File: config.mk
export PLATFORM = sky130hd
export DESIGN_NAME = sg_walker
export DESIGN_NICKNAME = d
export VERILOG_FILES = /design/src/rtl/sgw_pkg.sv /design/src/rtl/sgw_seg_buf.sv /design/src/rtl/sgw_walk_fsm.sv /design/src/rtl/sg_walker.sv
export SDC_FILE = /design/constraint.sdc
export NUM_CORES = 2
export LEC_CHECK = 0
export BUFFER_PORTS_ARGS = -buffer_cell sky130_fd_sc_hd__buf_2
export CAP_MARGIN = 20
export CORE_UTILIZATION = 45
export CTS_CLUSTER_SIZE = 16
export DETAILED_ROUTE_END_ITERATION = 8
export SLEW_MARGIN = 20
export SYNTH_ARGS = -nofsm -noshare
export SYNTH_HDL_FRONTEND = slang
export SYNTH_SLANG_ARGS = --single-unit
File: constraint.sdc
create_clock -name clk -period 26.1 [get_ports clk]
set_clock_uncertainty 0.15 [all_clocks]
set_input_delay 6.525 -clock clk [delete_from_list [all_inputs] [get_ports clk]]
set_output_delay 6.525 -clock clk [all_outputs]
set_load 0.03 [all_outputs]
File: src/rtl/sgw_pkg.sv
package sgw_pkg;
  typedef enum logic [2:0] {
    ST_IDLE,
    ST_FIRST,
    ST_SECOND,
    ST_REQ,
    ST_WAIT,
    ST_DRAIN
  } walk_st_t;

  localparam logic [7:0] STAT_OK        = 8'h00;
  localparam logic [7:0] STAT_BAD_FIELD = 8'h02;
endpackage

File: src/rtl/sgw_seg_buf.sv
module sgw_seg_buf #(
  parameter int ADDR_W = 64,
  parameter int LEN_W  = 16,
  parameter int PTR_W  = 5
) (
  input  logic              clk,
  input  logic              rst,
  input  logic              clear,
  input  logic              wr_en,
  input  logic [ADDR_W-1:0] wr_addr,
  input  logic [LEN_W-1:0]  wr_len,
  input  logic              drain_go,
  output logic              drain_done,
  output logic              seg_valid,
  input  logic              seg_ready,
  output logic [ADDR_W-1:0] seg_addr,
  output logic [LEN_W-1:0]  seg_len,
  output logic              seg_last
);
  localparam int DEPTH = 1 << PTR_W;
  localparam logic [PTR_W:0] PTR_ONE = 1;

  logic [ADDR_W-1:0] mem_addr [DEPTH];
  logic [LEN_W-1:0]  mem_len  [DEPTH];
  logic [PTR_W:0]    wr_ptr, rd_ptr;
  logic              draining;
  logic              load;

  assign load       = draining && (rd_ptr != wr_ptr) && (!seg_valid || seg_ready);
  assign drain_done = seg_valid && seg_ready && seg_last;

  // write port: plain RAM write, no reset
  always_ff @(posedge clk) begin
    if (wr_en) begin
      mem_addr[wr_ptr[PTR_W-1:0]] <= wr_addr;
      mem_len[wr_ptr[PTR_W-1:0]]  <= wr_len;
    end
  end

  // registered read straight into the output fields
  always_ff @(posedge clk) begin
    if (load) begin
      seg_addr <= mem_addr[rd_ptr[PTR_W-1:0]];
      seg_len  <= mem_len[rd_ptr[PTR_W-1:0]];
    end
  end

  always_ff @(posedge clk) begin
    if (rst) begin
      wr_ptr    <= '0;
      rd_ptr    <= '0;
      draining  <= 1'b0;
      seg_valid <= 1'b0;
      seg_last  <= 1'b0;
    end else if (clear) begin
      wr_ptr    <= '0;
      rd_ptr    <= '0;
      draining  <= 1'b0;
      seg_valid <= 1'b0;
      seg_last  <= 1'b0;
    end else begin
      if (wr_en)    wr_ptr   <= wr_ptr + PTR_ONE;
      if (drain_go) draining <= 1'b1;
      if (load) begin
        rd_ptr    <= rd_ptr + PTR_ONE;
        seg_valid <= 1'b1;
        seg_last  <= ((rd_ptr + PTR_ONE) == wr_ptr);
      end else if (seg_ready) begin
        seg_valid <= 1'b0;
      end
      if (drain_done) draining <= 1'b0;
    end
  end

  a_r8_hold_fields: assert property (@(posedge clk) disable iff (rst)
    (seg_valid && !seg_ready) |=> (seg_valid && $stable(seg_addr) &&
                                   $stable(seg_len) && $stable(seg_last)));
endmodule

File: src/rtl/sgw_walk_fsm.sv
module sgw_walk_fsm
  import sgw_pkg::*;
#(
  parameter int ADDR_W = 64,
  parameter int LEN_W  = 16,
  parameter int SH_W   = 5,
  parameter int IDX_W  = 14
) (
  input  logic              clk,
  input  logic              rst,
  input  logic              start,
  input  logic [LEN_W-1:0]  xfer_len,
  input  logic [ADDR_W-1:0] ptr_a,
  input  logic [ADDR_W-1:0] ptr_b,
  input  logic [SH_W-1:0]   pg_shift,
  output logic              busy,
  output logic              in_drain,
  output logic              rd_req_valid,
  input  logic              rd_req_ready,
  output logic [ADDR_W-1:0] rd_req_addr,
  input  logic              rd_rsp_valid,
  input  logic [ADDR_W-1:0] rd_rsp_data,
  output logic              clear,
  output logic              wr_en,
  output logic [ADDR_W-1:0] wr_addr,
  output logic [LEN_W-1:0]  wr_len,
  output logic              drain_go,
  input  logic              drain_done,
  output logic              done,
  output logic [7:0]        done_code,
  output logic              done_dnr
);
  localparam logic [ADDR_W-1:0] WORD_BYTES = 8;
  localparam logic [IDX_W-1:0]  IDX_ONE    = 1;

  walk_st_t          st;
  logic [LEN_W-1:0]  rem;
  logic [ADDR_W-1:0] p1, p2;
  logic [SH_W-1:0]   sh;
  logic [IDX_W-1:0]  idx;

  logic [ADDR_W-1:0] page_sz, pmask, room, rem_w, last_slot;
  logic [LEN_W-1:0]  first_len, chunk;
  logic              ent_bad, p2_bad, at_last_slot, rem_gt_page;

  assign page_sz      = ADDR_W'(1) << sh;
  assign pmask        = page_sz - ADDR_W'(1);
  assign room         = page_sz - (p1 & pmask);
  assign rem_w        = {{(ADDR_W-LEN_W){1'b0}}, rem};
  assign rem_gt_page  = rem_w > page_sz;
  assign first_len    = (rem_w < room) ? rem : LEN_W'(room);
  assign chunk        = rem_gt_page ? LEN_W'(page_sz) : rem;
  assign last_slot    = (page_sz >> 3) - ADDR_W'(1);
  assign at_last_slot = ({{(ADDR_W-IDX_W){1'b0}}, idx} == last_slot);
  assign ent_bad      = (rd_rsp_data == '0) || ((rd_rsp_data & pmask) != '0);
  assign p2_bad       = (p2 & pmask) != '0;

  assign busy         = (st != ST_IDLE);
  assign in_drain     = (st == ST_DRAIN);
  assign rd_req_valid = (st == ST_REQ);

  always_ff @(posedge clk) begin
    if (rst) begin
      st          <= ST_IDLE;
      rem         <= '0;
      p1          <= '0;
      p2          <= '0;
      sh          <= '0;
      idx         <= '0;
      rd_req_addr <= '0;
      wr_addr     <= '0;
      wr_len      <= '0;
      wr_en       <= 1'b0;
      clear       <= 1'b0;
      drain_go    <= 1'b0;
      done        <= 1'b0;
      done_code   <= STAT_OK;
      done_dnr    <= 1'b0;
    end else begin
      wr_en    <= 1'b0;
      clear    <= 1'b0;
      drain_go <= 1'b0;
      done     <= 1'b0;
      unique case (st)
        ST_IDLE: if (start) begin
          rem   <= xfer_len;
          p1    <= ptr_a;
          p2    <= ptr_b;
          sh    <= pg_shift;
          clear <= 1'b1;
          st    <= ST_FIRST;
        end
        ST_FIRST: begin
          if (p1 == '0) begin
            done <= 1'b1; done_code <= STAT_BAD_FIELD; done_dnr <= 1'b1;
            st   <= ST_IDLE;
          end else begin
            wr_en   <= 1'b1;
            wr_addr <= p1;
            wr_len  <= first_len;
            rem     <= rem - first_len;
            st      <= ST_SECOND;
          end
        end
        ST_SECOND: begin
          if (rem == '0) begin
            drain_go <= 1'b1;
            st       <= ST_DRAIN;
          end else if ((p2 == '0) || (!rem_gt_page && p2_bad)) begin
            done <= 1'b1; done_code <= STAT_BAD_FIELD; done_dnr <= 1'b1;
            st   <= ST_IDLE;
          end else if (!rem_gt_page) begin
            wr_en    <= 1'b1;
            wr_addr  <= p2;
            wr_len   <= rem;
            rem      <= '0;
            drain_go <= 1'b1;
            st       <= ST_DRAIN;
          end else begin
            rd_req_addr <= p2;
            idx         <= '0;
            st          <= ST_REQ;
          end
        end
        ST_REQ: if (rd_req_ready) st <= ST_WAIT;
        ST_WAIT: if (rd_rsp_valid) begin
          if (ent_bad) begin
            done <= 1'b1; done_code <= STAT_BAD_FIELD; done_dnr <= 1'b1;
            st   <= ST_IDLE;
          end else if (at_last_slot && rem_gt_page) begin
            rd_req_addr <= rd_rsp_data;
            idx         <= '0;
            st          <= ST_REQ;
          end else begin
            wr_en       <= 1'b1;
            wr_addr     <= rd_rsp_data;
            wr_len      <= chunk;
            rem         <= rem - chunk;
            idx         <= idx + IDX_ONE;
            rd_req_addr <= rd_req_addr + WORD_BYTES;
            if (rem == chunk) begin
              drain_go <= 1'b1;
              st       <= ST_DRAIN;
            end else begin
              st <= ST_REQ;
            end
          end
        end
        ST_DRAIN: if (drain_done) begin
          done <= 1'b1; done_code <= STAT_OK; done_dnr <= 1'b0;
          st   <= ST_IDLE;
        end
        default: st <= ST_IDLE;
      endcase
    end
  end

  a_r1_null_first: assert property (@(posedge clk) disable iff (rst)
    (st == ST_FIRST && p1 == '0) |=> (done && done_dnr && st == ST_IDLE));
  a_r9_done_single: assert property (@(posedge clk) disable iff (rst)
    done |=> !done);
  a_r10_req_hold: assert property (@(posedge clk) disable iff (rst)
    (rd_req_valid && !rd_req_ready) |=> (rd_req_valid && $stable(rd_req_addr)));
endmodule

File: src/rtl/sg_walker.sv
module sg_walker #(
  parameter int LEN_W          = 16,
  parameter int PAGE_SHIFT_MIN = 12,
  parameter int PAGE_SHIFT_MAX = 16,
  localparam int SH_W          = $clog2(PAGE_SHIFT_MAX + 1)
) (
  input  logic              clk,
  input  logic              rst,
  input  logic              start,
  input  logic [LEN_W-1:0]  xfer_len,
  input  logic [63:0]       ptr_a,
  input  logic [63:0]       ptr_b,
  input  logic [SH_W-1:0]   pg_shift,
  output logic              busy,
  output logic              rd_req_valid,
  input  logic              rd_req_ready,
  output logic [63:0]       rd_req_addr,
  input  logic              rd_rsp_valid,
  input  logic [63:0]       rd_rsp_data,
  output logic              seg_valid,
  input  logic              seg_ready,
  output logic [63:0]       seg_addr,
  output logic [LEN_W-1:0]  seg_len,
  output logic              seg_last,
  output logic              done,
  output logic [7:0]        done_code,
  output logic              done_dnr
);
  localparam int ADDR_W   = 64;
  localparam int MAX_SEGS = ((1 << LEN_W) - 1) / (1 << PAGE_SHIFT_MIN) + 2;
  localparam int PTR_W    = $clog2(MAX_SEGS);
  localparam int IDX_W    = PAGE_SHIFT_MAX - 2;

  logic              clear, wr_en, drain_go, drain_done, in_drain;
  logic [ADDR_W-1:0] wr_addr;
  logic [LEN_W-1:0]  wr_len;

  sgw_walk_fsm #(
    .ADDR_W(ADDR_W), .LEN_W(LEN_W), .SH_W(SH_W), .IDX_W(IDX_W)
  ) u_fsm (
    .clk(clk), .rst(rst), .start(start), .xfer_len(xfer_len),
    .ptr_a(ptr_a), .ptr_b(ptr_b), .pg_shift(pg_shift),
    .busy(busy), .in_drain(in_drain),
    .rd_req_valid(rd_req_valid), .rd_req_ready(rd_req_ready),
    .rd_req_addr(rd_req_addr), .rd_rsp_valid(rd_rsp_valid),
    .rd_rsp_data(rd_rsp_data),
    .clear(clear), .wr_en(wr_en), .wr_addr(wr_addr), .wr_len(wr_len),
    .drain_go(drain_go), .drain_done(drain_done),
    .done(done), .done_code(done_code), .done_dnr(done_dnr)
  );

  sgw_seg_buf #(
    .ADDR_W(ADDR_W), .LEN_W(LEN_W), .PTR_W(PTR_W)
  ) u_buf (
    .clk(clk), .rst(rst), .clear(clear),
    .wr_en(wr_en), .wr_addr(wr_addr), .wr_len(wr_len),
    .drain_go(drain_go), .drain_done(drain_done),
    .seg_valid(seg_valid), .seg_ready(seg_ready),
    .seg_addr(seg_addr), .seg_len(seg_len), .seg_last(seg_last)
  );

  a_r8_seg_in_drain: assert property (@(posedge clk) disable iff (rst)
    seg_valid |-> in_drain);
endmodule

# Yosys cells after proc, flatten, opt, wreduce, memory -nomap -nowiden
# Memories as Yosys holds them, arrays and structs flattened. A register that Yosys moved wholly into a read port is not among the register bits.
# Index checks and enable logic that the tools add are counted.
[word_totals] ff_bits=338 latch_bits=0 ram_bits=2560 mem_bits_ro=0 inputBits=219 output_inout_bits=158 elab_cells=187 n_memories=2
[op_classes] add_sub_neg=9 mul=0 n_div=0 magnitude_cmp=2 eq_ne=23 shifts=1 n_mux=93 n_bitwise=4 n_reduce_logical=33
[memory_table] name="u_buf.mem_addr" words=32 word_bits=64 rd=1 rd_ports_with_merged_regs=1 wr=1 line_no="sgw_seg_buf.sv:23" rtl="logic [ADDR_W-1:0] mem_addr [DEPTH];"
[memory_table] name="u_buf.mem_len" words=32 word_bits=16 rd=1 rd_ports_with_merged_regs=1 wr=1 line_no="sgw_seg_buf.sv:24" rtl="logic [LEN_W-1:0] mem_len [DEPTH];"
[ops] cell="64-bit two-way mux" n=13
[ops] cell="16-bit two-way mux" n=17
[ops] cell="64-bit bitwise AND" n=3
[ops] cell="64-bit zero test" n=3
[ops] cell="64-bit one-hot mux with 3 select lines" n=1
[ops] cell="64-bit one-hot mux with 2 select lines" n=1
[ops] cell="64-bit nonzero test" n=2
[ops] cell="14-bit two-way mux" n=6
[ops] cell="64-bit by 4-bit adder with 64-bit output (second input constant)" n=1
[ops] cell="14-bit by 64-bit equality test with 1-bit output" n=1
[ops] cell="16-bit by 64-bit > comparator with 1-bit output" n=1
[ops] cell="16-bit by 64-bit < comparator with 1-bit output" n=1
[ops] cell="16-bit one-hot mux with 4 select lines" n=1
[ops] cell="1-bit by 5-bit left shift with 64-bit output (first input constant)" n=1
[ops] cell="64-bit by 1-bit subtractor with 64-bit output (second input constant)" n=1
[ops] cell="64-bit subtractor" n=1
[ops] cell="61-bit by 1-bit subtractor with 62-bit output (second input constant)" n=1
[ops] cell="8-bit two-way mux" n=6
[ops] cell="16-bit one-hot mux with 3 select lines" n=1
[ops] cell="8-bit one-hot mux with 4 select lines" n=1
[ops] cell="16-bit subtractor" n=2
[ops] cell="3-bit two-way mux" n=10
[ops] cell="1-bit two-way mux" n=29
[ops] cell="14-bit one-hot mux with 2 select lines" n=1
[ops] cell="32 further kinds" n=60

# Longest topological paths before layout
[depth] depth_word=9 mapped_depth=52 mapped_depth_nobuf=46

# Hierarchy
# Synthesis repeated with hierarchy kept, for this count alone.
[unflattened] cells_unflattened=7421 area_unflattened_um2=124121.5
[by_module_without_submodules] module="sgw_seg_buf" instances=1 cells_each=4065 area_per_inst_um2=100460.1 seq_area_each_um2=79576.3
[by_module_without_submodules] module="sgw_walk_fsm" instances=1 cells_each=3356 area_per_inst_um2=23661.4 seq_area_each_um2=6306.0

# Least setup slack after synthesis
# Ideal clock, no wire load.
[synth_timing] kind="input to register" from="input seg_ready" to="register u_buf.rd_ptr[4]" setup_ps=128 t_arrival_ps=9696 setup_slack_ps=16127 path_stages=6 n_path_buf=1 cell_sequence="nand2b_1 nor2b_1 clkbuf_1 nand4_1 xor2_1 nor2_1"
[synth_between] elab_chain_len=2
[synth_rtl] item="start: declaration" line_no="sg_walker.sv:21" rtl="input logic seg_ready,"
[synth_rtl] item="1-bit logical OR" line_no="sgw_seg_buf.sv:29" rtl="assign load = draining && (rd_ptr != wr_ptr) && (!seg_valid || seg_ready);"
[synth_rtl] item="1-bit logical AND" line_no="sgw_seg_buf.sv:29"
[synth_rtl] item="named net u_buf.load" line_no="sgw_seg_buf.sv:27" rtl="logic load;"
[synth_rtl] item="end signal: assignment" line_no="sgw_seg_buf.sv:65" rtl="rd_ptr <= rd_ptr + PTR_ONE;"
[synth_rtl] item="end: declaration" line_no="sgw_seg_buf.sv:25" rtl="logic [PTR_W:0] wr_ptr, rd_ptr;"
# The timed path passes the listed nets, and every way through them passes these cells.
# A chain may end at the register's enable or synchronous reset.

# Final worst setup path
[layout_timing] from="register u_fsm.sh[2]" to="register u_fsm.rem[12]"
[layout_between] elab_chain_len=9 elab_cells_between_ends=31
[layout_rtl] item="start: declaration" line_no="sgw_walk_fsm.sv:39" rtl="logic [SH_W-1:0] sh;"
[layout_rtl] item="start signal: assignment" line_no="sgw_walk_fsm.sv:89" rtl="sh <= pg_shift;"
[layout_rtl] item="1-bit by 5-bit left shift with 64-bit output (*)" line_no="sgw_walk_fsm.sv:46" rtl="assign page_sz = ADDR_W'(1) << sh;"
[layout_rtl] item="64-bit by 1-bit subtractor with 64-bit output" line_no="sgw_walk_fsm.sv:47" rtl="assign pmask = page_sz - ADDR_W'(1);"
[layout_rtl] item="64-bit bitwise AND" line_no="sgw_walk_fsm.sv:48" rtl="assign room = page_sz - (p1 & pmask);"
[layout_rtl] item="64-bit subtractor" line_no="sgw_walk_fsm.sv:48"
[layout_rtl] item="16-bit by 64-bit < comparator with 1-bit output" line_no="sgw_walk_fsm.sv:51" rtl="assign first_len = (rem_w < room) ? rem : LEN_W'(room);"
[layout_rtl] item="16-bit two-way mux" line_no="sgw_walk_fsm.sv:51"
[layout_rtl] item="16-bit subtractor" line_no="sgw_walk_fsm.sv:101" rtl="rem <= rem - first_len;"
[layout_rtl] item="16-bit two-way mux" line_no="sgw_walk_fsm.sv:94" rtl="if (p1 == '0) begin"
[layout_rtl] item="16-bit one-hot mux with 4 select lines" line_no="sgw_walk_fsm.sv:84" rtl="unique case (st)"
[layout_rtl] item="end signal: assignment" line_no="sgw_walk_fsm.sv:86" rtl="rem <= xfer_len;"
[layout_rtl] item="end signal: assignment" line_no="sgw_walk_fsm.sv:101"
[layout_rtl] item="end signal: assignment" line_no="sgw_walk_fsm.sv:138" rtl="rem <= rem - chunk;"
[layout_rtl] item="end: declaration" line_no="sgw_walk_fsm.sv:37" rtl="logic [LEN_W-1:0] rem;"
# Every way passes the cells marked *; elsewhere a longest branch is shown, timed or not. The select of a mux whose other input is x is not followed.

==> impl_metrics.ini <==
[clock_network]
postCtsSetupBuffers = 0
ctsResizeCount = 0
htree_levels = 5
cts.root.buffer_cell = clkbuf_16
cts_buffers = 312
path_clk_slew_ns = 0.07
cts-hold-fix-buffers = 0
clock_path_buffers = 4
cts_tree = yes
clock_sinks = 2970
clk_latency_ns = 0.91

[worst_setup_path]
start_kind = flip-flop
setup.worst_path.end_class = flip-flop
worst-path-max-fanout = 35
worstSetupEndpoint = u_fsm.rem[12]$_SDFFE_PP0P_
worstPathRequired_ns = 26.76
crit_type = flip-flop to flip-flop
r2r_slack_ns = 13.13
r2r-start = u_fsm.sh[2]$_SDFFE_PP0P_
r2r_cells = 45
r2r_end = u_fsm.rem[12]$_SDFFE_PP0P_
crit_arrival_ns = 13.63
crit_slowest_cell = dfxtp_2
crit_start = u_fsm.sh[2]$_SDFFE_PP0P_
cpPeakStageDelay_ns = 0.74

[finish]
drive_above_1_share_pct = 25.7
multi_input_area_mm2 = 0.0362
design_area_mm2 = 0.140
regArea_mm2 = 0.0859
area_growth_pct = 13.3
nNetsFinal = 7969
postLayoutCoreUtil_pct = 51.3
fillCellCount = 22118

[timing]
period_share_pct = 49.7
whs_ns = 0.353
rsz0062_at_grt = no
tns_ns = 0
tightest_slew_ns = 1.22
max_slew_margin_pct = 18.1
period_minus_slack_ns = 12.97
fmax_mhz = 77.1
slew_viol_final = 0
finalHoldViolCount = 0
setup_viol = 0

[pwr]
ir_drop_uv = 46.9
p_leak_nw = 44.2
totalPowerFinal_mw = 11.6
p_per_area_mw_per_mm2 = 82.8

[logic_synthesis]
synth_cell_types = 120
async_flop_share_pct = 0
synthXorXnorAreaFrac_pct = 0.856
netlist_area_mm2 = 0.124
synth_top_family_by_area = multiplexers
syn_area_per_cell_um2 = 17.1
yosys.area_share.simple_pct = 5.95
synth_cells = 7257
synth-edff-count = 2640
ys_ff_latch = 2970
synthAdderAreaFrac_pct = 0.815
ys_dominant_reg_cell = edfxtp_1
synthMuxAreaShare_pct = 15.6
ys_seq_area_share_pct = 69.4
yosys_warnings = 0
synth_compound_area_share_pct = 5.69

[floorplan]
num_rows = 192
ios = 377
die_h_um = 527
die-area_mm2 = 0.277
die_w_um = 527
core_mm2 = 0.274
initial_core_util_pct = 45.2

[place]
placed_area_mm2 = 0.130
gp_congestion = 0.991
io_buffers = 369
hpwl_mm = 244

[global_route]
grtUsageTotal_pct = 28.8
grt_first_pass_wirelength_mm = 562
grt_max_degree = 148
grt-ovfl-total = 0
antenna_found_initial = 22
grt_pass1_vias = 72665

[detailed_routing]
drtIter0Drc = 9732
ant_nets = 1
first_pass_iters = 8
drc = 0
vias_per_cell = 6.40
wl_per_cell_um = 34.9
wl_mm = 403
vias = 73820

[flow_run]
maxCapViolCount = 0

[run_status]
failed_checks = antenna rules
outcome = complete, but fails checks

[min_path]
holdCritPathClass = flip-flop to flip-flop
==> placed cells by master, fill, tap and decap left out, types with 69 or more instances in the layout <==
| cell type | n |
|---|---|
| mux2_2 | 89 |
| mux4_2 | 800 |
| ha_1 | 71 |
| buf_4 | 168 |
| inv_1 | 69 |
| nand3_1 | 80 |
| nor2_1 | 367 |
| dfxtp_1 | 288 |
| edfxtp_1 | 2640 |
| buf_2 | 368 |
| nand2_1 | 622 |
| clkbuf_16 | 320 |
| nor3_1 | 82 |
| o21ai_0 | 162 |
| clkinv_1 | 75 |
| a22oi_1 | 114 |
| a311oi_1 | 75 |
| xnor2_1 | 70 |
| a21oi_1 | 344 |
==> stage by stage <==
| step | std cells | setup WS, ns |
|---|---|---|
| 3_5_place_dp | 10952 | 12.61 |
| 5_1_grt | 11531 | 12.63 |
| 2_1_floorplan | 7263 | 16.13 |
| 3_3_place_gp | 10951 | 12.49 |
| 4_1_cts | 11514 | 13.36 |
| 6_report | 11537 | 13.13 |
==> where the power goes <==
part / internal, mW / leakage (nW) / switching (mW)
clock: 2.46 / 4.85 / 1.88
sequential: 5.51 / 27.0 / 0.293
combinational: 0.466 / 12.4 / 1.00
==> worst min path at each step <==
stage,startpoint,endpoint,depth (start not counted)
6_report,u_fsm.wr_addr[36]$_SDFFE_PP0P_,u_fsm.wr_addr[36]$_SDFFE_PP0P_,2
5_1_grt,u_fsm.wr_addr[38]$_SDFFE_PP0P_,u_fsm.wr_addr[38]$_SDFFE_PP0P_,2
4_1_cts,u_fsm.wr_addr[56]$_SDFFE_PP0P_,u_fsm.wr_addr[56]$_SDFFE_PP0P_,2
3_5_place_dp,u_fsm.wr_addr[56]$_SDFFE_PP0P_,u_fsm.wr_addr[56]$_SDFFE_PP0P_,2
3_3_place_gp,u_fsm.rd_req_addr[43]$_SDFFE_PP0P_,u_fsm.rd_req_addr[43]$_SDFFE_PP0P_,2
2_1_floorplan,u_fsm.drain_go$_SDFF_PP0_,u_buf.draining$_SDFFE_PP0P_,2
==> routing by layer <==
layer	track usage (%)	up-vias	share of wire [%]
met5	0	-	0.010
met4	12.5	6	4.7
met3	4.19	730	7.8
met2	45.6	3875	47
met1	39.8	38937	40
li1	-	30272	-
==> logic make-up after synthesis <==
logic type | after synthesis
AOI/OAI and AO/OA | 1066
xor gates and xnor gates | 121
adders and majority gates | 81
buffers and inverters | 525
DFF | 2970
muxes | 919
other | 1
and+or+nand+nor | 1574
==> cells in the mapped netlist, types with 23 or more instances <==
cell type,number,share of area [%]
clkbuf_1,359,1.1
and3_1,45,0.23
buf_1,56,0.17
mux2_2,89,0.81
or3_1,25,0.13
o21ai_0,162,0.65
dfxtp_1,330,5.3
ha_1,71,0.72
a211oi_1,39,0.24
nand4_1,62,0.31
a21oi_1,344,1.4
o22ai_1,25,0.13
inv_1,69,0.21
nor4_1,71,0.36
o211ai_1,46,0.28
a311oi_1,75,0.53
xor2_1,51,0.36
nor2_1,402,1.2
xnor2_1,70,0.50
edfxtp_1,2640,64
a22oi_1,114,0.69
nor3_1,83,0.34
mux4_2,800,15
nor3b_1,23,0.14
nand3_1,80,0.32
nor2b_1,24,0.12
nand2_1,625,1.9
mux2i_1,26,0.21
==> area by class of cell <==
type,instances,share of cell area [%]
Multi-Input combinational cell,3768,25.8
Timing Repair Buffer,552,2.43
Clock buffer,384,5.97
Tap cell,3589,3.20
Antenna cell,23,0.0410
Clock inverter,178,1.07
Sequential cell,2970,61.3
Inverter,73,0.195
==> worst max-delay path, delay by kind of cell, from the launching register on <==
| family | cells | cell delay [ns] |
|---|---|---|
| buf+inv | 5 | 1.35 |
| fa+ha+maj | 6 | 1.67 |
| flops | 1 | 0.74 |
| xor+xnor | 1 | 0.59 |
| simple gates | 18 | 3.74 |
| compound gates | 15 | 4.56 |
==> state kept, by name (all words and copies together), names as in the netlist, 3 cells and up <==
name,count
u_fsm.st,3
u_fsm.idx,14
u_buf.seg_addr,64
u_fsm.rd_req_addr,64
u_buf.mem_len,512
u_fsm.wr_addr,64
u_buf.seg_len,16
u_buf.mem_addr,2048
u_fsm.p1,64
u_fsm.sh,5
u_fsm.wr_len,16
u_buf.wr_ptr,6
u_fsm.p2,64
u_fsm.rem,16
u_buf.rd_ptr,6
(Power assumes the default switching activity.)
